<file path="src/rtl/pwb_pkg.sv">
package pwb_pkg;
   typedef enum logic [1:0] {
      PB_IDLE  = 2'd0,
      PB_FILL  = 2'd1,
      PB_WRITE = 2'd2
   } pb_state_e;
endpackage

</file>
<file path="src/rtl/pwb_ctrl.sv">
module pwb_ctrl
   import pwb_pkg::*;
#(
   parameter int WRITE_CYCLES = 24,
   localparam int CNT_W = $clog2(WRITE_CYCLES + 1)
) (
   input  logic             clk,
   input  logic             rst_n,
   input  logic             start_vld,
   input  logic             byte_vld,
   input  logic             cs_rise,
   input  logic             any_loaded,
   output logic             load_addr,
   output logic             take_byte,
   output logic             clr_mask,
   output logic             busy,
   output logic             done,
   output logic [CNT_W-1:0] scan_idx
);
   localparam logic [CNT_W-1:0] LAST_CNT = CNT_W'(WRITE_CYCLES - 1);

   pb_state_e        state_q, state_d;
   logic [CNT_W-1:0] cnt_q;
   logic             last;
   logic             done_q;

   assign last = (state_q == PB_WRITE) && (cnt_q == LAST_CNT);

   always_comb begin
      state_d   = state_q;
      load_addr = 1'b0;
      take_byte = 1'b0;
      case (state_q)
         PB_IDLE: begin
            if (!cs_rise && start_vld) begin
               load_addr = 1'b1;
               state_d   = PB_FILL;
            end
         end
         PB_FILL: begin
            if (cs_rise) begin
               state_d = any_loaded ? PB_WRITE : PB_IDLE;
            end else if (start_vld) begin
               load_addr = 1'b1;
            end else if (byte_vld) begin
               take_byte = 1'b1;
            end
         end
         PB_WRITE: begin
            if (last) state_d = PB_IDLE;
         end
         default: state_d = PB_IDLE;
      endcase
   end

   assign clr_mask = load_addr | last;

   always_ff @(posedge clk or negedge rst_n) begin
      if (!rst_n) begin
         state_q <= PB_IDLE;
         cnt_q   <= '0;
         done_q  <= 1'b0;
      end else begin
         state_q <= state_d;
         done_q  <= last;
         if (state_q == PB_WRITE) cnt_q <= cnt_q + 1'b1;
         else                     cnt_q <= '0;
      end
   end

   assign busy     = (state_q == PB_WRITE);
   assign done     = done_q;
   assign scan_idx = cnt_q;
endmodule

</file>
<file path="src/rtl/pwb_ptr.sv">
module pwb_ptr #(
   parameter int ADDR_W = 10,
   parameter int COL_W  = 4,
   localparam int ROW_W = ADDR_W - COL_W
) (
   input  logic              clk,
   input  logic              rst_n,
   input  logic              load_addr,
   input  logic [ADDR_W-1:0] start_addr,
   input  logic              take_byte,
   output logic [ROW_W-1:0]  row,
   output logic [COL_W-1:0]  col
);
   always_ff @(posedge clk or negedge rst_n) begin
      if (!rst_n) begin
         row <= '0;
         col <= '0;
      end else if (load_addr) begin
         row <= start_addr[ADDR_W-1:COL_W];
         col <= start_addr[COL_W-1:0];
      end else if (take_byte) begin
         col <= col + 1'b1;   // natural fold inside the page
      end
   end
endmodule

</file>
<file path="src/rtl/pwb_store.sv">
module pwb_store #(
   parameter int PAGE_BYTES = 16,
   parameter int DATA_W     = 8,
   parameter int CNT_W      = 5,
   localparam int COL_W     = $clog2(PAGE_BYTES)
) (
   input  logic              clk,
   input  logic              rst_n,
   input  logic              clr_mask,
   input  logic              wr_en,
   input  logic [COL_W-1:0]  wr_col,
   input  logic [DATA_W-1:0] wr_data,
   input  logic [CNT_W-1:0]  rd_idx,
   output logic              rd_hit,
   output logic [DATA_W-1:0] rd_data,
   output logic              any_loaded
);
   logic [PAGE_BYTES-1:0] mask_q;
   logic [DATA_W-1:0]     mem_q [PAGE_BYTES];
   logic [COL_W-1:0]      rd_col;
   logic                  in_page;

   for (genvar g = 0; g < PAGE_BYTES; g++) begin : g_slot
      always_ff @(posedge clk or negedge rst_n) begin
         if (!rst_n) begin
            mask_q[g] <= 1'b0;
            mem_q[g]  <= '0;
         end else if (clr_mask) begin
            mask_q[g] <= 1'b0;
         end else if (wr_en && (wr_col == COL_W'(g))) begin
            mask_q[g] <= 1'b1;
            mem_q[g]  <= wr_data;
         end
      end
   end

   assign rd_col     = rd_idx[COL_W-1:0];
   assign in_page    = (rd_idx < CNT_W'(PAGE_BYTES));
   assign rd_hit     = in_page && mask_q[rd_col];
   assign rd_data    = mem_q[rd_col];
   assign any_loaded = |mask_q;
endmodule

</file>
<file path="src/rtl/page_write_buffer.sv">
module page_write_buffer #(
   parameter int ADDR_W       = 10,
   parameter int DATA_W       = 8,
   parameter int PAGE_BYTES   = 16,
   parameter int WRITE_CYCLES = 24
) (
   input  logic              clk,
   input  logic              rst_n,
   input  logic              start_vld,
   input  logic [ADDR_W-1:0] start_addr,
   input  logic              byte_vld,
   input  logic [DATA_W-1:0] byte_data,
   input  logic              cs_rise,
   output logic              commit_vld,
   output logic [ADDR_W-1:0] commit_addr,
   output logic [DATA_W-1:0] commit_data,
   output logic              busy,
   output logic              done
);
   localparam int COL_W = $clog2(PAGE_BYTES);
   localparam int ROW_W = ADDR_W - COL_W;
   localparam int CNT_W = $clog2(WRITE_CYCLES + 1);

   if (PAGE_BYTES < 2 || (1 << COL_W) != PAGE_BYTES) begin : g_bad_page
      $error("PAGE_BYTES must be a power of two of at least 2");
   end
   if (WRITE_CYCLES < PAGE_BYTES) begin : g_bad_cycles
      $error("WRITE_CYCLES must cover one commit slot per page byte");
   end
   if (ADDR_W <= COL_W) begin : g_bad_addr
      $error("ADDR_W must leave at least one page-number bit");
   end

   logic             load_addr, take_byte, clr_mask, any_loaded, rd_hit;
   logic [CNT_W-1:0] scan_idx;
   logic [ROW_W-1:0] row;
   logic [COL_W-1:0] col;

   pwb_ctrl #(.WRITE_CYCLES(WRITE_CYCLES)) u_ctrl (
      .clk(clk), .rst_n(rst_n), .start_vld(start_vld), .byte_vld(byte_vld),
      .cs_rise(cs_rise), .any_loaded(any_loaded), .load_addr(load_addr),
      .take_byte(take_byte), .clr_mask(clr_mask), .busy(busy), .done(done),
      .scan_idx(scan_idx)
   );

   pwb_ptr #(.ADDR_W(ADDR_W), .COL_W(COL_W)) u_ptr (
      .clk(clk), .rst_n(rst_n), .load_addr(load_addr), .start_addr(start_addr),
      .take_byte(take_byte), .row(row), .col(col)
   );

   pwb_store #(.PAGE_BYTES(PAGE_BYTES), .DATA_W(DATA_W), .CNT_W(CNT_W)) u_store (
      .clk(clk), .rst_n(rst_n), .clr_mask(clr_mask), .wr_en(take_byte),
      .wr_col(col), .wr_data(byte_data), .rd_idx(scan_idx), .rd_hit(rd_hit),
      .rd_data(commit_data), .any_loaded(any_loaded)
   );

   assign commit_vld  = busy && rd_hit;
   assign commit_addr = {row, scan_idx[COL_W-1:0]};
endmodule

</file>
<file path="config.mk">
export PLATFORM = sky130hd
export DESIGN_NAME = page_write_buffer
export DESIGN_NICKNAME = d
export VERILOG_FILES = /design/src/rtl/pwb_pkg.sv /design/src/rtl/pwb_ctrl.sv /design/src/rtl/pwb_ptr.sv /design/src/rtl/pwb_store.sv /design/src/rtl/page_write_buffer.sv
export SDC_FILE = /design/constraint.sdc
export NUM_CORES = 1
export LEC_CHECK = 0
export ABC_AREA = 0
export BUFFER_PORTS_ARGS = -buffer_cell sky130_fd_sc_hd__buf_4
export CORE_MARGIN = 2
export CORE_UTILIZATION = 55
export DETAILED_ROUTE_END_ITERATION = 10
export MAX_ROUTING_LAYER = met4
export PLACE_DENSITY = 0.79
export SETUP_SLACK_MARGIN = 0.05
export SLEW_MARGIN = 10
export SYNTH_ARGS = -nofsm -noshare
export SYNTH_HDL_FRONTEND = slang
export SYNTH_SLANG_ARGS = --single-unit
</file>
<file path="constraint.sdc">
create_clock -name clk -period 2.45 [get_ports clk]
set_clock_uncertainty 0.1 [all_clocks]
set_input_delay 0 -clock clk [delete_from_list [all_inputs] [get_ports clk]]
set_output_delay 0 -clock clk [all_outputs]
set_load 0.02 [all_outputs]
</file>
==> results of run 1 <==
[final cells by class]
class,count,share of cell area
flip-flops and latches,162,0.4422
inverters,6,0.002455
multi-input cells,301,0.3661
well taps,176,0.02400
clock inverters,11,0.01255
clock buffers,20,0.04760
repair buffers,103,0.1052
[cell families after synthesis]
logic type / share of synthesized area
AOI/OAI and AO/OA: 0.03825
and+or+nand+nor: 0.06859
adders and majority gates: 0.008244
DFF: 0.5342
buffers and inverters: 0.02671
xor gates and xnor gates: 0.006925
muxes: 0.3171
[worst min-delay path, delay by kind of cell]
kind / cells / cell delay (ns)
xor+xnor: 1 / 0.12
simple gates: 1 / 0.13
buf+inv: 2 / 0.24
compound gates: 1 / 0.06
[layer usage]
metal	vias to the layer above	track usage	wire length [microns]
met3	15	0.06203	764
met4	0	0.08693	199
met2	102	0.4041	8784
li1	2025	-	-
met1	2477	0.3448	7447
met5	-	-	0
[per-stage QoR]
stage | setup WS [ns] | TNS, ns | util | hold WS [ns] | cells
global route | 0.02483 | 0 | 0.6873 | 0.09511 | 779
global placement | 0.2597 | 0 | 0.6156 | -0.2844 | 716
CTS | -0.01785 | -0.01785 | 0.6784 | 0.05899 | 770
floorplan | 0.2735 | 0 | - | -0.3956 | 503
finish | 0.09043 | 0 | 0.6873 | 0.06868 | 779
detailed placement | 0.2691 | 0 | 0.6156 | -0.2812 | 716
[flip-flops by register name, indices dropped and copies added, names as in the netlist]
name             cells
u_store.mask_q      16
u_ptr.col            4
u_ctrl.done          1
u_ctrl.scan_idx      5
u_ptr.row            6
u_ctrl.state_q       2
u_store.mem_q      128
[worst max-delay path by stage]
stage / depth (start not counted) / endpoint / startpoint
after floorplan: 6 / u_store.mem_q[16] / u_ctrl.scan_idx[0]
after global placement: 7 / u_store.mem_q[83] / u_ctrl.scan_idx[0]
after detailed placement: 5 / u_store.mem_q[16] / u_ctrl.scan_idx[0]
after CTS: 6 / commit_vld / u_ctrl.scan_idx[0]
after global routing: 6 / commit_data[4] / u_ctrl.scan_idx[0]
final: 6 / commit_vld / u_ctrl.scan_idx[2]
[what timing repair did]
item / CTS / global route
setup endpoints to repair: 6 / 5
gates cloned: 1 / 2
hold buffers: 22 / 0
endpoints found under the hold margin: 302 / 0
pin swaps: 0 / 2
gates resized for setup: 7 / 3
buffers inserted: 0 / 7
[synth_stat cells, types with 4 or more instances]
master    number
mux2_1         6
o22ai_1       14
nor4_1         4
buf_2          9
dfrtp_1      162
nor2_2         8
nor2_1        17
nand3_1        4
a21o_1        12
clkbuf_1      15
a21oi_1        7
or3_1          4
xnor2_1        4
mux2_2       105
nand2_1       12
mux4_2        34
nor4_4         4
mux2_4        24
ha_1           5
buf_4          5
inv_1          6
[report_power, final]
group          total (mW)  switching [mW]  internal (mW)
registers            3.15           0.196           2.95
clock network        2.52            1.04           1.48
logic                1.03           0.454          0.572
==> flow_summary.yaml, run 1 <==
status:
  outcome: "completed"
layout:
  drive_gt1_frac: 0.5008
  multiInputGateArea_sq_mm: 0.003358
  synthToLayoutAreaGrowth_pct: 20.89
  fin_area_sq_mm: 0.009174
  fin_nets: 619
  final_common_cell: "dfrtp_1"
  antennaDiodeCount: 0
  register_area_sq_mm: 0.004056
  fillCellCount: 909
  mostFrequentLayoutCells: "dfrtp_1 (160), mux2_2 (105), buf_4 (70)"
setup_path:
  critPathCaptureType: "output port"
  path_buf_inv: 2
  required_ns: 2.35
  worstPathArrival_ns: 2.26
  max_stage_delay_ns: 0.54
  path_delay_family: "simple AND/OR/NAND/NOR gates"
  r2r_start: "u_ctrl.scan_idx[0]"
  rrSetupSlack_ns: 0.20
  rr_worst_depth: 7
  critPathKind: "reg2out"
  slowest_stage: "or4_4"
  worstPathMaxFanout: 6
  critPathLaunchType: "register"
  cp_cell_sequence: "buf_6 -> mux4_2 -> nor2b_1 -> or4_4 -> a211oi_2 -> buf_4"
  reg2reg_to: "u_store.mem_q[80]"
floorplanning:
  start_util: 0.5685
  die_h_microns: 121.5
  die_x_microns: 121.5
  coreArea_sq_mm: 0.01335
  io_pins: 44
  rows: 42
  die-area_sq_mm: 0.01475
detailed_routing:
  routed_wl_microns: 17200
  avgViaCountPerCell: 5.929
  vias: 4619
  drc: 0
  wl_per_cell_microns: 22.07
  postRouteAntennaNets: 0
  firstDrtPassIters: 5
  drt_iter0_markers: 358
cts:
  cts_sinks: 162
  clk_pin_slew_ns: 0.06
  cts_buffers: 17
  cts.path.max_buffers: 2
  ctsHtreeMaxLevel: 4
  cts_tree: "yes"
  clk_latency_ns: 0.42
  cts_root_buf: "clkbuf_16"
power:
  power_mw: 6.696
  power-per-cell-area_mw_per_mm2: 729.9
  ir_drop_v: 0.0005769
  leakage_nw: 4.475
sta:
  slew_headroom: 0.5963
  fmax_mhz: 423.8
  min_period_ns: 2.360
  slew_violations: 0
  worst_pin_slew_ns: 0.6055
  setup_viol: 0
  rsz0062_at_grt: "true"
  min_period_over_period: 0.9631
  hold_viol: 0
global_route:
  grt_antenna_before_repair: 0
  grt_pass1_vias: 4926
  grt_usage: 0.2611
  grt_max_degree: 105
  grt_pass1_wl_microns: 27630
  grt-ovfl-total: 0
job:
  maxCapViolations: 0
yosys:
  synth_seq_area_share: 0.5342
  synthCells: 503
  synth_flop_cell: "dfrtp_1"
  syn_area_sq_mm: 0.007589
  synth_top_cell_area_share: 0.5342
  synth_nets: 531
  yosys.cell_types.count: 45
  synthTopCellsByArea: "dfrtp_1 (53%), mux2_2 (16%), mux4_2 (10%), mux2_4 (4.7%), a21o_1 (1.2%)"
  ys_seq_elements: 162
  synth_edf_count: 0
  yosys_warnings: 0
  syn_avg_cell_area_sq_um: 15.09
  synth_top_area_cell: "dfrtp_1"
  synth-async-reset-ratio: 1.000
min_path:
  hold_path.class: "in2reg"
  worst_hold_path.endpoint: "u_ptr.col[3]"
  min_from: "start_vld"
  whs_path_depth: 5
placement:
  dpl_cell_area_sq_mm: 0.008217
  port_buffers: 43
  gp_congestion: 0.8808
  hpwl_microns: 10180
(Power assumes the default switching activity.)
==> run 2, diff against run 1 <==
CTS_BUF_LIST = sky130_fd_sc_hd__clkbuf_4   (was unset)
==> flow_summary.yaml, run 2 (synthesized netlist as in run 1, its figures left out) <==
power:
  power-per-cell-area_mw_per_mm2: 632.6
  power_mw: 5.885
  ir_drop_v: 0.0005193
  leakage_nw: 4.469
cts:
  cts.path.max_buffers: 2
  cts_buffers: 17
  clk_pin_slew_ns: 0.14
  cts_root_buf: "clkbuf_4"
  clk_latency_ns: 0.59
  ctsHtreeMaxLevel: 4
  cts_sinks: 162
  cts_tree: "yes"
sta:
  worst_pin_slew_ns: 0.6223
  fin_ws_ns: -0.1050
  min_period_ns: 2.555
  rsz0062_at_grt: "true"
  setup_tns_ns: -0.1872
  hold_viol: 0
  fmax_mhz: 391.4
  min_period_over_period: 1.043
  setup_viol: 4
  slew_headroom: 0.5851
  slew_violations: 0
floorplanning:
  die_x_microns: 121.5
  io_pins: 44
  coreArea_sq_mm: 0.01335
  die-area_sq_mm: 0.01475
  die_h_microns: 121.5
  start_util: 0.5685
  rows: 42
global_route:
  grt_pass1_wl_microns: 28350
  met1_usage: 0.3712
  grt_max_degree: 105
  grt_pass1_vias: 4995
  busiest_layer: "met2"
  grt_usage: 0.2691
  use_met3: 0.05404
  grt-ovfl-total: 0
  grt_util_met2: 0.4027
  grt_antenna_before_repair: 1
detailed_routing:
  wl_per_cell_microns: 22.41
  routed_wl_microns: 17750
  firstDrtPassIters: 5
  avgViaCountPerCell: 5.966
  drt_iter0_markers: 377
  vias: 4725
  drc: 0
  postRouteAntennaNets: 0
layout:
  fillCellCount: 883
  final_common_cell: "dfrtp_1"
  top_regs: "u_store.mem_q: 128 flops, u_store.mask_q: 16 flops, u_ptr.row: 6 flops"
  multiInputGateArea_sq_mm: 0.003523
  fin_area_sq_mm: 0.009303
  register_area_sq_mm: 0.004056
  drive_gt1_frac: 0.5350
  mostFrequentLayoutCells: "dfrtp_1 (160), mux2_2 (103), buf_4 (60)"
  largest_register_ffs: 128
  fin_nets: 631
  synthToLayoutAreaGrowth_pct: 22.59
  stdcell_count: 792
  top_register: "u_store.mem_q"
setup_path:
  critPathCaptureType: "output port"
  rrSetupSlack_ns: 0.10
  rr_worst_depth: 9
  critPathLaunchType: "register"
  worstPathArrival_ns: 2.45
  critPathKind: "reg2out"
  required_ns: 2.35
  worstPathMaxFanout: 5
min_path:
  whs_path_depth: 5
  hold_path.class: "in2reg"
placement:
  port_buffers: 43
  dpl_cell_area_sq_mm: 0.008217
  hpwl_microns: 10180
  place_inst: 716
  gp_congestion: 0.8808
status:
  failed_checks: "negative setup slack"
  outcome: "finished, violations left"
job:
  maxCapViolations: 0
## run 2: cell count changes in the layout (fill, tap and decap cells not counted), moves of 3 or more
cell	delta
buf_4	-10
nor2_1	-5
o22ai_1	-10
o22ai_2	+6
buf_16	+4
buf_12	+3
o22ai_4	+4
clkbuf_16	-18
buf_6	+10
clkbuf_4	+20
dlygate4sd3_1	+5
clkbuf_1	-3
nor2_4	+3
## run 2: what timing repair did
action,4_1_cts,5_1_grt
gates cloned,5,3
resized for setup,31,27
hold buffers,27,0
hold endpoints to repair,302,0
buffers inserted,8,3
pin swaps,11,14
endpoints found under the setup margin,9,36
## run 2: through the flow
stage	util	worst slack, ns	hold slack, ns
6_report	0.6969	-0.1050	0.06081
2_1_floorplan	-	0.2735	-0.3956
3_5_place_dp	0.6156	0.2691	-0.2812
4_1_cts	0.6839	-0.1039	0.07042
3_3_place_gp	0.6156	0.2597	-0.2844
5_1_grt	0.6969	-0.1626	0.07930
## run 2: path summary, 6_finish.rpt
path	startpoint	to
min reg2reg	u_store.mem_q[23]	u_store.mem_q[23]
min in group asynchronous	rst_n	u_store.mem_q[111]
max	u_ctrl.scan_idx[0]	commit_vld
max in group asynchronous	rst_n	u_ptr.col[0]
min	start_vld	u_store.mask_q[13]
max reg2reg	u_ctrl.scan_idx[0]	u_store.mem_q[46]
## run 2: worst max-delay path, cell delays in order (launching register included)
cell      delay (ns)
dfrtp_2         0.46
buf_6           0.14
buf_16          0.13
mux4_2          0.20
nor2b_1         0.04
or4_4           0.54
a211oi_2        0.19
buf_4           0.17
## run 2: final cells by class
class	count	area share
antenna	1	0.0002690
clock buffer	20	0.01614
clock inverter	11	0.01237
inverter	6	0.002421
multi-input combinational	301	0.3787
sequential	162	0.4360
tap	176	0.02367
timing repair buffer	115	0.1303
## run 2: report_power, final
group	total [mW]	switching, mW	leakage (nW)	internal [mW]
logic	1.20	0.518	2.11	0.683
registers	3.14	0.196	2.22	2.95
clock network	1.54	0.918	0.140	0.622
## run 2: layer usage
layer  wire length (microns)  up-vias
met5                       0        -
met3                     882       38
met4                     470        0
met2                    8701      139
li1                        -     2062
met1                    7693     2486
